--- config.mk ---
export PLATFORM = sky130hd
export DESIGN_NAME = bdp_predictor
export DESIGN_NICKNAME = d
export VERILOG_FILES = /design/src/rtl/bdp_pkg.sv /design/src/rtl/bdp_vote_table.sv /design/src/rtl/bdp_conf_table.sv /design/src/rtl/bdp_stats.sv /design/src/rtl/bdp_predictor.sv
export SDC_FILE = /design/constraint.sdc
export NUM_CORES = 1
export LEC_CHECK = 0
export BUFFER_PORTS_ARGS = -buffer_cell sky130_fd_sc_hd__clkbuf_2
export CORE_MARGIN = 2
export CORE_UTILIZATION = 60
export CTS_CLUSTER_SIZE = 12
export DETAILED_ROUTE_END_ITERATION = 12
export PLACE_DENSITY = 0.85
export SLEW_MARGIN = 10
export SYNTH_ARGS = -nofsm -noshare
export SYNTH_HDL_FRONTEND = slang
export SYNTH_SLANG_ARGS = --single-unit
--- constraint.sdc ---
create_clock -name clk -period 6.3 [get_ports clk]
set_clock_uncertainty 0.15 [all_clocks]
set_input_delay 0.63 -clock clk [delete_from_list [all_inputs] [get_ports clk]]
set_output_delay 0.63 -clock clk [all_outputs]
set_load 0.01 [all_outputs]
--- src/rtl/bdp_pkg.sv ---
package bdp_pkg;

  typedef enum logic [1:0] {
    MODE_NEVER  = 2'b00,
    MODE_BYKIND = 2'b01,
    MODE_VOTE   = 2'b10,
    MODE_CONF   = 2'b11
  } bdp_mode_e;

  localparam logic [1:0] CONF_INIT = 2'b01;

  // one saturating step of a two-bit confidence state
  function automatic logic [1:0] conf_next(input logic [1:0] cur, input logic taken);
    logic [1:0] nxt;
    nxt = cur;
    if (taken) begin
      if (cur != 2'b11) nxt = cur + 2'd1;
    end else begin
      if (cur != 2'b00) nxt = cur - 2'd1;
    end
    return nxt;
  endfunction

endpackage

--- src/rtl/bdp_vote_table.sv ---
module bdp_vote_table #(
  parameter int IDX_W  = 4,
  parameter int HIST_W = 3
) (
  input  logic             clk,
  input  logic             rst,
  input  logic [IDX_W-1:0] rd_idx,
  output logic             rd_taken,
  input  logic             wr_en,
  input  logic [IDX_W-1:0] wr_idx,
  input  logic             wr_taken
);
  localparam int SLOTS = 1 << IDX_W;
  localparam int CNT_BITS = $clog2(HIST_W + 1);

  logic [HIST_W-1:0] hist_q [SLOTS];
  logic [HIST_W-1:0] rd_word;
  logic [CNT_BITS-1:0] ones;

  // one register per slot, each with its own write enable
  for (genvar s = 0; s < SLOTS; s++) begin : g_slot
    always_ff @(posedge clk) begin
      if (rst) begin
        hist_q[s] <= '0;
      end else if (wr_en && (wr_idx == IDX_W'(s))) begin
        hist_q[s] <= {hist_q[s][HIST_W-2:0], wr_taken};
      end
    end
  end

  assign rd_word = hist_q[rd_idx];

  always_comb begin
    ones = '0;
    for (int b = 0; b < HIST_W; b++) begin
      ones = ones + CNT_BITS'(rd_word[b]);
    end
  end

  // strict majority of the recorded outcomes
  assign rd_taken = (32'(ones) * 2) > HIST_W;

endmodule

--- src/rtl/bdp_conf_table.sv ---
module bdp_conf_table
  import bdp_pkg::*;
#(
  parameter int IDX_W = 4
) (
  input  logic             clk,
  input  logic             rst,
  input  logic [IDX_W-1:0] rd_idx,
  output logic             rd_taken,
  input  logic             wr_en,
  input  logic [IDX_W-1:0] wr_idx,
  input  logic             wr_taken
);
  localparam int SLOTS = 1 << IDX_W;

  logic [1:0] conf_q [SLOTS];

  for (genvar s = 0; s < SLOTS; s++) begin : g_slot
    always_ff @(posedge clk) begin
      if (rst) begin
        conf_q[s] <= CONF_INIT;
      end else if (wr_en && (wr_idx == IDX_W'(s))) begin
        conf_q[s] <= conf_next(conf_q[s], wr_taken);
      end
    end
  end

  // upper bit of the state carries the direction
  assign rd_taken = conf_q[rd_idx][1];

endmodule

--- src/rtl/bdp_stats.sv ---
module bdp_stats #(
  parameter int CNT_W = 16
) (
  input  logic             clk,
  input  logic             rst,
  input  logic             q_fire,
  input  logic             miss_fire,
  output logic [CNT_W-1:0] total_q,
  output logic [CNT_W-1:0] miss_q
);
  always_ff @(posedge clk) begin
    if (rst) begin
      total_q <= '0;
      miss_q  <= '0;
    end else begin
      if (q_fire)    total_q <= total_q + CNT_W'(1);
      if (miss_fire) miss_q  <= miss_q + CNT_W'(1);
    end
  end
endmodule

--- src/rtl/bdp_predictor.sv ---
module bdp_predictor
  import bdp_pkg::*;
#(
  parameter int ADDR_W  = 32,
  parameter int IDX_LSB = 2,
  parameter int IDX_W   = 4,
  parameter int HIST_W  = 3,
  parameter int CNT_W   = 16
) (
  input  logic              clk,
  input  logic              rst,
  input  logic [1:0]        mode,
  input  logic              q_valid,
  input  logic [ADDR_W-1:0] q_addr,
  input  logic              q_loop,
  output logic              pred_taken,
  input  logic              u_valid,
  input  logic [ADDR_W-1:0] u_addr,
  input  logic              u_taken,
  input  logic              u_guess,
  output logic [CNT_W-1:0]  stat_total,
  output logic [CNT_W-1:0]  stat_miss
);
  localparam int IDX_HI = IDX_LSB + IDX_W;

  logic [IDX_W-1:0] q_idx, u_idx;
  logic vote_taken, conf_taken;
  logic guess;
  bdp_mode_e mode_e;
  logic unused_addr_bits;

  assign q_idx = q_addr[IDX_HI-1:IDX_LSB];
  assign u_idx = u_addr[IDX_HI-1:IDX_LSB];
  assign unused_addr_bits = ^{q_addr[ADDR_W-1:IDX_HI], q_addr[IDX_LSB-1:0],
                              u_addr[ADDR_W-1:IDX_HI], u_addr[IDX_LSB-1:0]};

  bdp_vote_table #(.IDX_W(IDX_W), .HIST_W(HIST_W)) u_vote (
    .clk(clk), .rst(rst),
    .rd_idx(q_idx), .rd_taken(vote_taken),
    .wr_en(u_valid), .wr_idx(u_idx), .wr_taken(u_taken)
  );

  bdp_conf_table #(.IDX_W(IDX_W)) u_conf (
    .clk(clk), .rst(rst),
    .rd_idx(q_idx), .rd_taken(conf_taken),
    .wr_en(u_valid), .wr_idx(u_idx), .wr_taken(u_taken)
  );

  bdp_stats #(.CNT_W(CNT_W)) u_stats (
    .clk(clk), .rst(rst),
    .q_fire(q_valid),
    .miss_fire(u_valid && (u_guess != u_taken)),
    .total_q(stat_total), .miss_q(stat_miss)
  );

  assign mode_e = bdp_mode_e'(mode);

  always_comb begin
    unique case (mode_e)
      MODE_NEVER:  guess = 1'b0;
      MODE_BYKIND: guess = q_loop;
      MODE_VOTE:   guess = vote_taken;
      MODE_CONF:   guess = conf_taken;
      default:     guess = 1'b0;
    endcase
  end

  assign pred_taken = q_valid && guess;

endmodule

==> results of run 1 <==
## path summary, 6_finish.rpt
| path | end | from | cells past startpoint |
|---|---|---|---|
| worst max-delay path | pred_taken | q_addr[2] | 7 |
| worst max register to register | u_stats.miss_q[15] | u_stats.miss_q[4] | 4 |
| worst min register to register | u_stats.miss_q[15] | u_stats.miss_q[15] | 2 |
| worst min-delay path | u_stats.miss_q[15] | u_stats.miss_q[15] | 2 |
## worst reg2reg max path: cells and delay by family, from the launching register on
kind	cells	cell delay (ps)
AOI/OAI and AO/OA	1	170
DFF	1	430
and+or+nand+nor	3	1250
## area by class of cell
class	count	share of cell area, %
flip-flops and latches	112	47.9
multi-input cells	368	41.6
repair buffers	52	4.22
clock buffers	12	2.96
well taps	133	2.62
clock inverters	4	0.453
inverters	4	0.237
## registers in the layout (all words and copies together), names as in the netlist
register / flops
u_conf.conf_q: 32
u_vote.hist_q: 48
u_stats.total_q: 16
u_stats.miss_q: 16
## through the flow
stage,total power [mW],instances
after global placement,0.966,669
after detailed placement,0.976,669
after CTS,1.42,685
after global routing,1.46,685
final,1.41,685
after floorplan,0.935,518
## power breakdown
part	internal (mW)	leakage (nW)	switching [mW]	total, mW
logic	0.0550	1.17	0.0796	0.135
registers	0.809	1.02	0.0167	0.826
clock network	0.206	0.114	0.247	0.453
total	1.07	2.31	0.343	1.41
## per-layer routing
metal  track usage, %  vias up
met5                0        -
met4             8.21        0
met3             5.29       24
met2             42.8      169
met1             34.3     2089
li1                 -     1963
## layout by cell type, fill, tap and decap left out, types with 4 or more instances in the layout
master / count
mux4_2: 15
inv_1: 4
o21ai_0: 9
nor2_1: 38
dfxtp_1: 32
clkbuf_8: 10
nand2_1: 27
xnor2_1: 37
or4_1: 4
nand4_1: 9
a41o_1: 17
edfxtp_1: 80
and4_1: 4
a21oi_1: 14
mux2i_1: 10
a21o_1: 17
o31ai_1: 4
xor2_1: 12
and3_1: 7
nand3_1: 27
or3_1: 26
and2_1: 52
clkbuf_2: 49
nor3_1: 17
## cells by family after synthesis
logic type      count (synthesis)
compound gates                 66
xor+xnor                       50
fa+ha+maj                       3
buf+inv                        38
flops                         112
mux                            25
simple gates                  224
==> flow_metrics.env, run 1 <==
export IMPL_arrival_ps=3210
export IMPL_highest_layer="met4"
export IMPL_yosysMostFrequentCell="edfxtp_1"
export IMPL_synth_mux_area_share_pct=7.50
export IMPL_cts_made_buffers=9
export IMPL_postCtsHoldBufs=0
export IMPL_met2_wirelength_mm=6.34
export IMPL_grt_usage_pct=25.8
export IMPL_worstSetupEndpointType="primary output"
export IMPL_required_ps=5520
export IMPL_yosysSeqAreaShare_pct=52.1
export IMPL_crit_family="multiplexers"
export IMPL_hp_class="register to register"
export IMPL_cts_max_path_buffers=2
export IMPL_yosys_warnings=0
export IMPL_timing_final_ws_setup_ps=2310
export IMPL_synth_compound_area_share_pct=8.29
export IMPL_rows=36
export IMPL_root_buffer="clkbuf_8"
export IMPL_dp_hpwl_mm=8.79
export IMPL_p_leak_nw=2.31
export IMPL_gp_congestion=0.787
export IMPL_clock_sinks=112
export IMPL_fp_dieH_um=103
export IMPL_post_place_ws_ps=2310
export IMPL_drt_total_wl_mm=12.9
export IMPL_core_area_sq_um=9590
export IMPL_ant_nets=0
export IMPL_hold_ws_ps=353
export IMPL_cp_num_buf_inv=2
export IMPL_syn_inst=518
export IMPL_max_cap_violations=0
export IMPL_synth_distinct_cells=39
export IMPL_cpPeakStageDelay_ps=620
export IMPL_grt_max_degree=69
export IMPL_crit_chain="clkbuf_2 > mux4_2 > mux4_2 > ha_1 > o2111ai_1 > a311oi_1 > clkbuf_2"
export IMPL_drt_iter0_drc=259
export IMPL_synth_area_sq_um=5840
export IMPL_seq_area_sq_um=3040
export IMPL_clk_pin_slew_ps=100
export IMPL_r2r_slack_ps=4230
export IMPL_ys_top_cells_by_area="edfxtp_1 41%, dfxtp_1 11%, mux4_2 5.8%"
export IMPL_clk_latency_ps=370
export IMPL_fillers=753
export IMPL_report_final_hold_viol_count=0
export IMPL_synth_top_family_by_area="simple AND/OR/NAND/NOR gates"
export IMPL_fin_nets=623
export IMPL_avgSynthCellArea_sq_um=11.3
export IMPL_synth_flop_cell="edfxtp_1"
export IMPL_async_flop_share_pct=0
export IMPL_synth_edf_count=80
export IMPL_worst_pin_slew_ps=1060
export IMPL_status="finished, final reports clean"
export IMPL_tritoncts="done"
export IMPL_tns_ps=0
export IMPL_grt_pass1_wl_mm=20.6
export IMPL_met3_length_um=959
export IMPL_ioPinCount=106
export IMPL_slowest_stage="mux4_2"
export IMPL_rsz0062_at_grt="no"
export IMPL_synth_xor_area_share_pct=7.63
export IMPL_drtPass1Iterations=5
export IMPL_start_kind="input port"
export IMPL_wl_per_cell_um=18.9
export IMPL_antenna_found_initial=0
export IMPL_first_global_vias=4077
export IMPL_final_area_sq_um=6350
export IMPL_final_util_pct=66.2
export IMPL_irDropWorstVdd_uv=141
export IMPL_power_density_nw_per_um2=223
export IMPL_placed_area_sq_um=6130
export IMPL_ys_seq_elements=112
export IMPL_die_area_sq_um=10500
export IMPL_max_clock_freq_mhz=251
export IMPL_io_buffer_count=49
export IMPL_postCtsSetupRepairBufs=0
export IMPL_fin_crit_ps=3990
export IMPL_multi_input_area_sq_um=2640
export IMPL_avgViaCountPerCell=6.20
export IMPL_synthAdderAreaFrac_pct=0.643
export IMPL_diodes=0
export IMPL_die_x_um=103
export IMPL_maxSlewHeadroom_pct=29.1
export IMPL_post_route_period_util_pct=63.3
export IMPL_via_count=4245
export IMPL_synthSimpleGateAreaFrac_pct=21.1
export IMPL_maxSlewViolCount=0
export IMPL_synthToLayoutAreaGrowth_pct=8.68
export IMPL_worst_path_max_fanout=17
export IMPL_drc_errors=0
export IMPL_yosysTopAreaCell="edfxtp_1"
export IMPL_yosysTopAreaCellShare_pct=41.1
export IMPL_ctsResizeCount=0
export IMPL_initial_core_util_pct=60.9
export IMPL_drive_above_1_share_pct=16.1
export IMPL_htree_num_levels=3
export IMPL_setup_viol=0
export IMPL_wl_met1_mm=5.36
export IMPL_overflow=0
export IMPL_worstSetupPathType="input port to primary output"
export IMPL_syn_nets=594
export IMPL_ys_top_cells_by_count="80 x edfxtp_1, 52 x and2_1, 38 x nor2_1, 37 x xnor2_1, 32 x dfxtp_1"
Note: power is estimated with default switching activity, not from simulation.
==> run 2: changes to the inputs <==
--- a/config.mk
+++ b/config.mk
@@ -5,12 +5,13 @@
 export SDC_FILE = /design/constraint.sdc
 export NUM_CORES = 1
 export LEC_CHECK = 0
+export ABC_AREA = 1
 export BUFFER_PORTS_ARGS = -buffer_cell sky130_fd_sc_hd__clkbuf_2
 export CORE_MARGIN = 2
-export CORE_UTILIZATION = 60
+export CORE_UTILIZATION = 57
 export CTS_CLUSTER_SIZE = 12
 export DETAILED_ROUTE_END_ITERATION = 12
-export PLACE_DENSITY = 0.85
+export PLACE_DENSITY = 0.81
 export SLEW_MARGIN = 10
 export SYNTH_ARGS = -nofsm -noshare
 export SYNTH_HDL_FRONTEND = slang
==> constraint.sdc (replaced) <==
create_clock -name clk -period 3.7 [get_ports clk]
set_clock_uncertainty 0.15 [all_clocks]
set_input_delay 0.37 -clock clk [delete_from_list [all_inputs] [get_ports clk]]
set_output_delay 0.37 -clock clk [all_outputs]
set_load 0.01 [all_outputs]
==> flow_metrics.env, run 2 <==
export IMPL_crit_family="buffers and inverters"
export IMPL_irDropWorstVdd_uv=254
export IMPL_tns_ps=0
export IMPL_die_x_um=109
export IMPL_yosysSeqAreaShare_pct=48.7
export IMPL_pwr_share_comb_pct=10.3
export IMPL_yosysTopAreaCellShare_pct=38.4
export IMPL_required_ps=3180
export IMPL_drc_errors=0
export IMPL_hp_class="input port to register"
export IMPL_max_clock_freq_mhz=381
export IMPL_status="finished, final reports clean"
export IMPL_largest_reg_flops=48
export IMPL_largestRegisters="u_vote.hist_q (48), u_conf.conf_q (32)"
export IMPL_yosysMostFrequentCell="nand2_1"
export IMPL_root_buffer="clkbuf_8"
export IMPL_antenna_found_initial=0
export IMPL_multi_input_area_sq_um=2560
export IMPL_postCtsSetupRepairBufs=0
export IMPL_intPower_mw=1.75
export IMPL_synthToLayoutAreaGrowth_pct=8.50
export IMPL_tritoncts="done"
export IMPL_rows=38
export IMPL_top_register="u_vote.hist_q"
export IMPL_mostFrequentLayoutCells="187 x nand2_1, 128 x nor2_1, 114 x inv_1"
export IMPL_die_area_sq_um=11800
export IMPL_fillers=972
export IMPL_worst_path_max_fanout=17
export IMPL_async_flop_share_pct=0
export IMPL_synth_flop_cell="edfxtp_1"
export IMPL_worstSetupEndpointType="primary output"
export IMPL_switchingPower_mw=0.637
export IMPL_wl_per_cell_um=13.0
export IMPL_clk_latency_ps=380
export IMPL_ys_top_cells_by_area="edfxtp_1 38%, nand2_1 11%, dfxtp_1 10%"
export IMPL_yosysTopAreaCell="edfxtp_1"
export IMPL_drt_iter0_drc=298
export IMPL_fin_crit_ps=2630
export IMPL_worstRegToRegCells=8
export IMPL_syn_inst=815
export IMPL_overflow=0
export IMPL_syn_nets=891
export IMPL_fp_dieH_um=109
export IMPL_dp_hpwl_mm=9.29
export IMPL_postCtsHoldBufs=0
export IMPL_via_count=5211
export IMPL_switching_share_pct=26.7
export IMPL_ioPinCount=106
export IMPL_final_area_sq_um=6790
export IMPL_grt_pass1_wl_mm=21.7
export IMPL_worstHoldPathCells=3
export IMPL_p_leak_nw=3.03
export IMPL_ys_seq_elements=112
export IMPL_cpPeakStageDelay_ps=340
export IMPL_maxSlewViolCount=0
export IMPL_setup_viol=0
export IMPL_fin_nets=932
export IMPL_max_cap_violations=0
export IMPL_seq_area_sq_um=3040
export IMPL_diodes=0
export IMPL_synth_area_sq_um=6250
export IMPL_cp_num_buf_inv=4
export IMPL_htree_num_levels=3
export IMPL_placed_area_sq_um=6590
export IMPL_final_common_cell="nand2_1"
export IMPL_maxSlewHeadroom_pct=53.5
export IMPL_io_buffer_count=49
export IMPL_report_final_hold_viol_count=0
export IMPL_synth_edf_count=80
export IMPL_avgViaCountPerCell=5.21
export IMPL_post_route_period_util_pct=71.0
export IMPL_avgSynthCellArea_sq_um=7.67
export IMPL_clock_sinks=112
export IMPL_crit_cells=12
export IMPL_rsz0062_at_grt="no"
export IMPL_slowest_stage="inv_2"
export IMPL_drive_above_1_share_pct=15.9
export IMPL_power_density_nw_per_um2=352
export IMPL_gp_congestion=0.863
export IMPL_cts_max_path_buffers=2
export IMPL_worstSetupPathType="input port to primary output"
export IMPL_yosys_warnings=0
export IMPL_ys_top_cells_by_count="187 x nand2_1, 128 x nor2_1, 114 x inv_1, 80 x edfxtp_1, 68 x nand3_1"
export IMPL_clk_pin_slew_ps=110
export IMPL_core_area_sq_um=10800
export IMPL_first_global_vias=4876
export IMPL_p_seq_share_pct=58.8
export IMPL_grt_max_degree=37
export IMPL_start_kind="input port"
export IMPL_grt_usage_pct=23.3
export IMPL_synth_distinct_cells=34
export IMPL_worst_pin_slew_ps=696
export IMPL_drtPass1Iterations=5
export IMPL_ant_nets=0
export IMPL_initial_core_util_pct=57.9
export IMPL_drt_total_wl_mm=13.1
export IMPL_clock_power_share_pct=30.9
export IMPL_cts_made_buffers=9
export IMPL_ctsResizeCount=0
export IMPL_crit_chain="clkbuf_2 > inv_2 > o21ai_0 > o221ai_1 > nand3_1 > nand2_1 > ha_1 > nand3_1 > nand2_1 > inv_1 > nor2_1 > clkbuf_2"
export IMPL_arrival_ps=2110
-- run 2: cell count changes in the layout (fill, tap and decap cells not counted), sizes merged, moves of 20 or more --
| cell | change |
|---|---|
| or3 | -26 |
| xnor2 | -31 |
| nand3 | +41 |
| and2 | -52 |
| inv | +139 |
| a21oi | +20 |
| o21ai | +23 |
| nor2 | +110 |
| nand2 | +162 |
-- run 2: power by group through the flow --
stage | Sequential [mW] | Clock (mW) | Combinational, mW
after global routing | 1.41 | 0.794 | 0.276
after floorplan | 1.43 | 0 | 0.179
after global placement | 1.43 | 0 | 0.236
after detailed placement | 1.43 | 0 | 0.243
final | 1.40 | 0.738 | 0.245
after CTS | 1.40 | 0.746 | 0.245
-- run 2: logic make-up (layout without fill, tap and decap cells) --
logic type / count (synthesis) / count (layout) / synth area share, %
adder cells (fa/ha/maj): 3 / 3 / 0.600
buffers and inverters: 166 / 212 / 10.4
AO/OA/AOI/OAI: 78 / 78 / 6.82
XOR/XNOR: 19 / 19 / 2.66
AND/OR/NAND/NOR: 437 / 437 / 30.8
flip-flops: 112 / 112 / 48.7
-- run 2: metrics by stage --
stage / setup WS, ps / total power [mW] / utilization [%] / std cells / hold slack (ps)
after floorplan: 1530 / 1.60 / - / 815 / 330
after global placement: 1100 / 1.67 / 61.0 / 985 / 302
after detailed placement: 1090 / 1.68 / 61.0 / 985 / 309
after CTS: 1090 / 2.39 / 62.9 / 1001 / 171
after global routing: 954 / 2.48 / 62.9 / 1001 / 197
final: 1070 / 2.39 / 62.9 / 1001 / 183
-- run 2: worst paths after layout --
kind | startpoint | endpoint | slack [ps]
min | q_valid | u_stats.total_q[0] | 180
max reg2reg | u_stats.total_q[0] | u_stats.total_q[14] | 2130
max | q_addr[3] | pred_taken | 1070
min reg2reg | u_stats.miss_q[4] | u_stats.miss_q[4] | 320
-- run 2: area by class of cell --
type | count | area share (%)
Timing Repair Buffer | 53 | 4.06
Tap cell | 140 | 2.58
Inverter | 143 | 7.91
Multi-Input combinational cell | 537 | 37.7
Clock buffer | 10 | 2.19
Clock inverter | 6 | 0.701
Sequential cell | 112 | 44.8
-- run 2: worst min-delay path, delay by kind of cell --
family	cells	cell delay (ps)
compound gates	1	100
simple gates	1	70
buf+inv	1	140
-- run 2: layer usage --
metal  part of all wire (%)  up-vias  wire length, um  global-route usage (%)
li1                       -     2664                -                       -
met1                     46     2365             5980                    30.7
met2                     46      149             5990                    38.7
met3                    5.8       33              761                    3.89
met4                    2.4        0              315                    9.25
met5                      0        -                0                       0
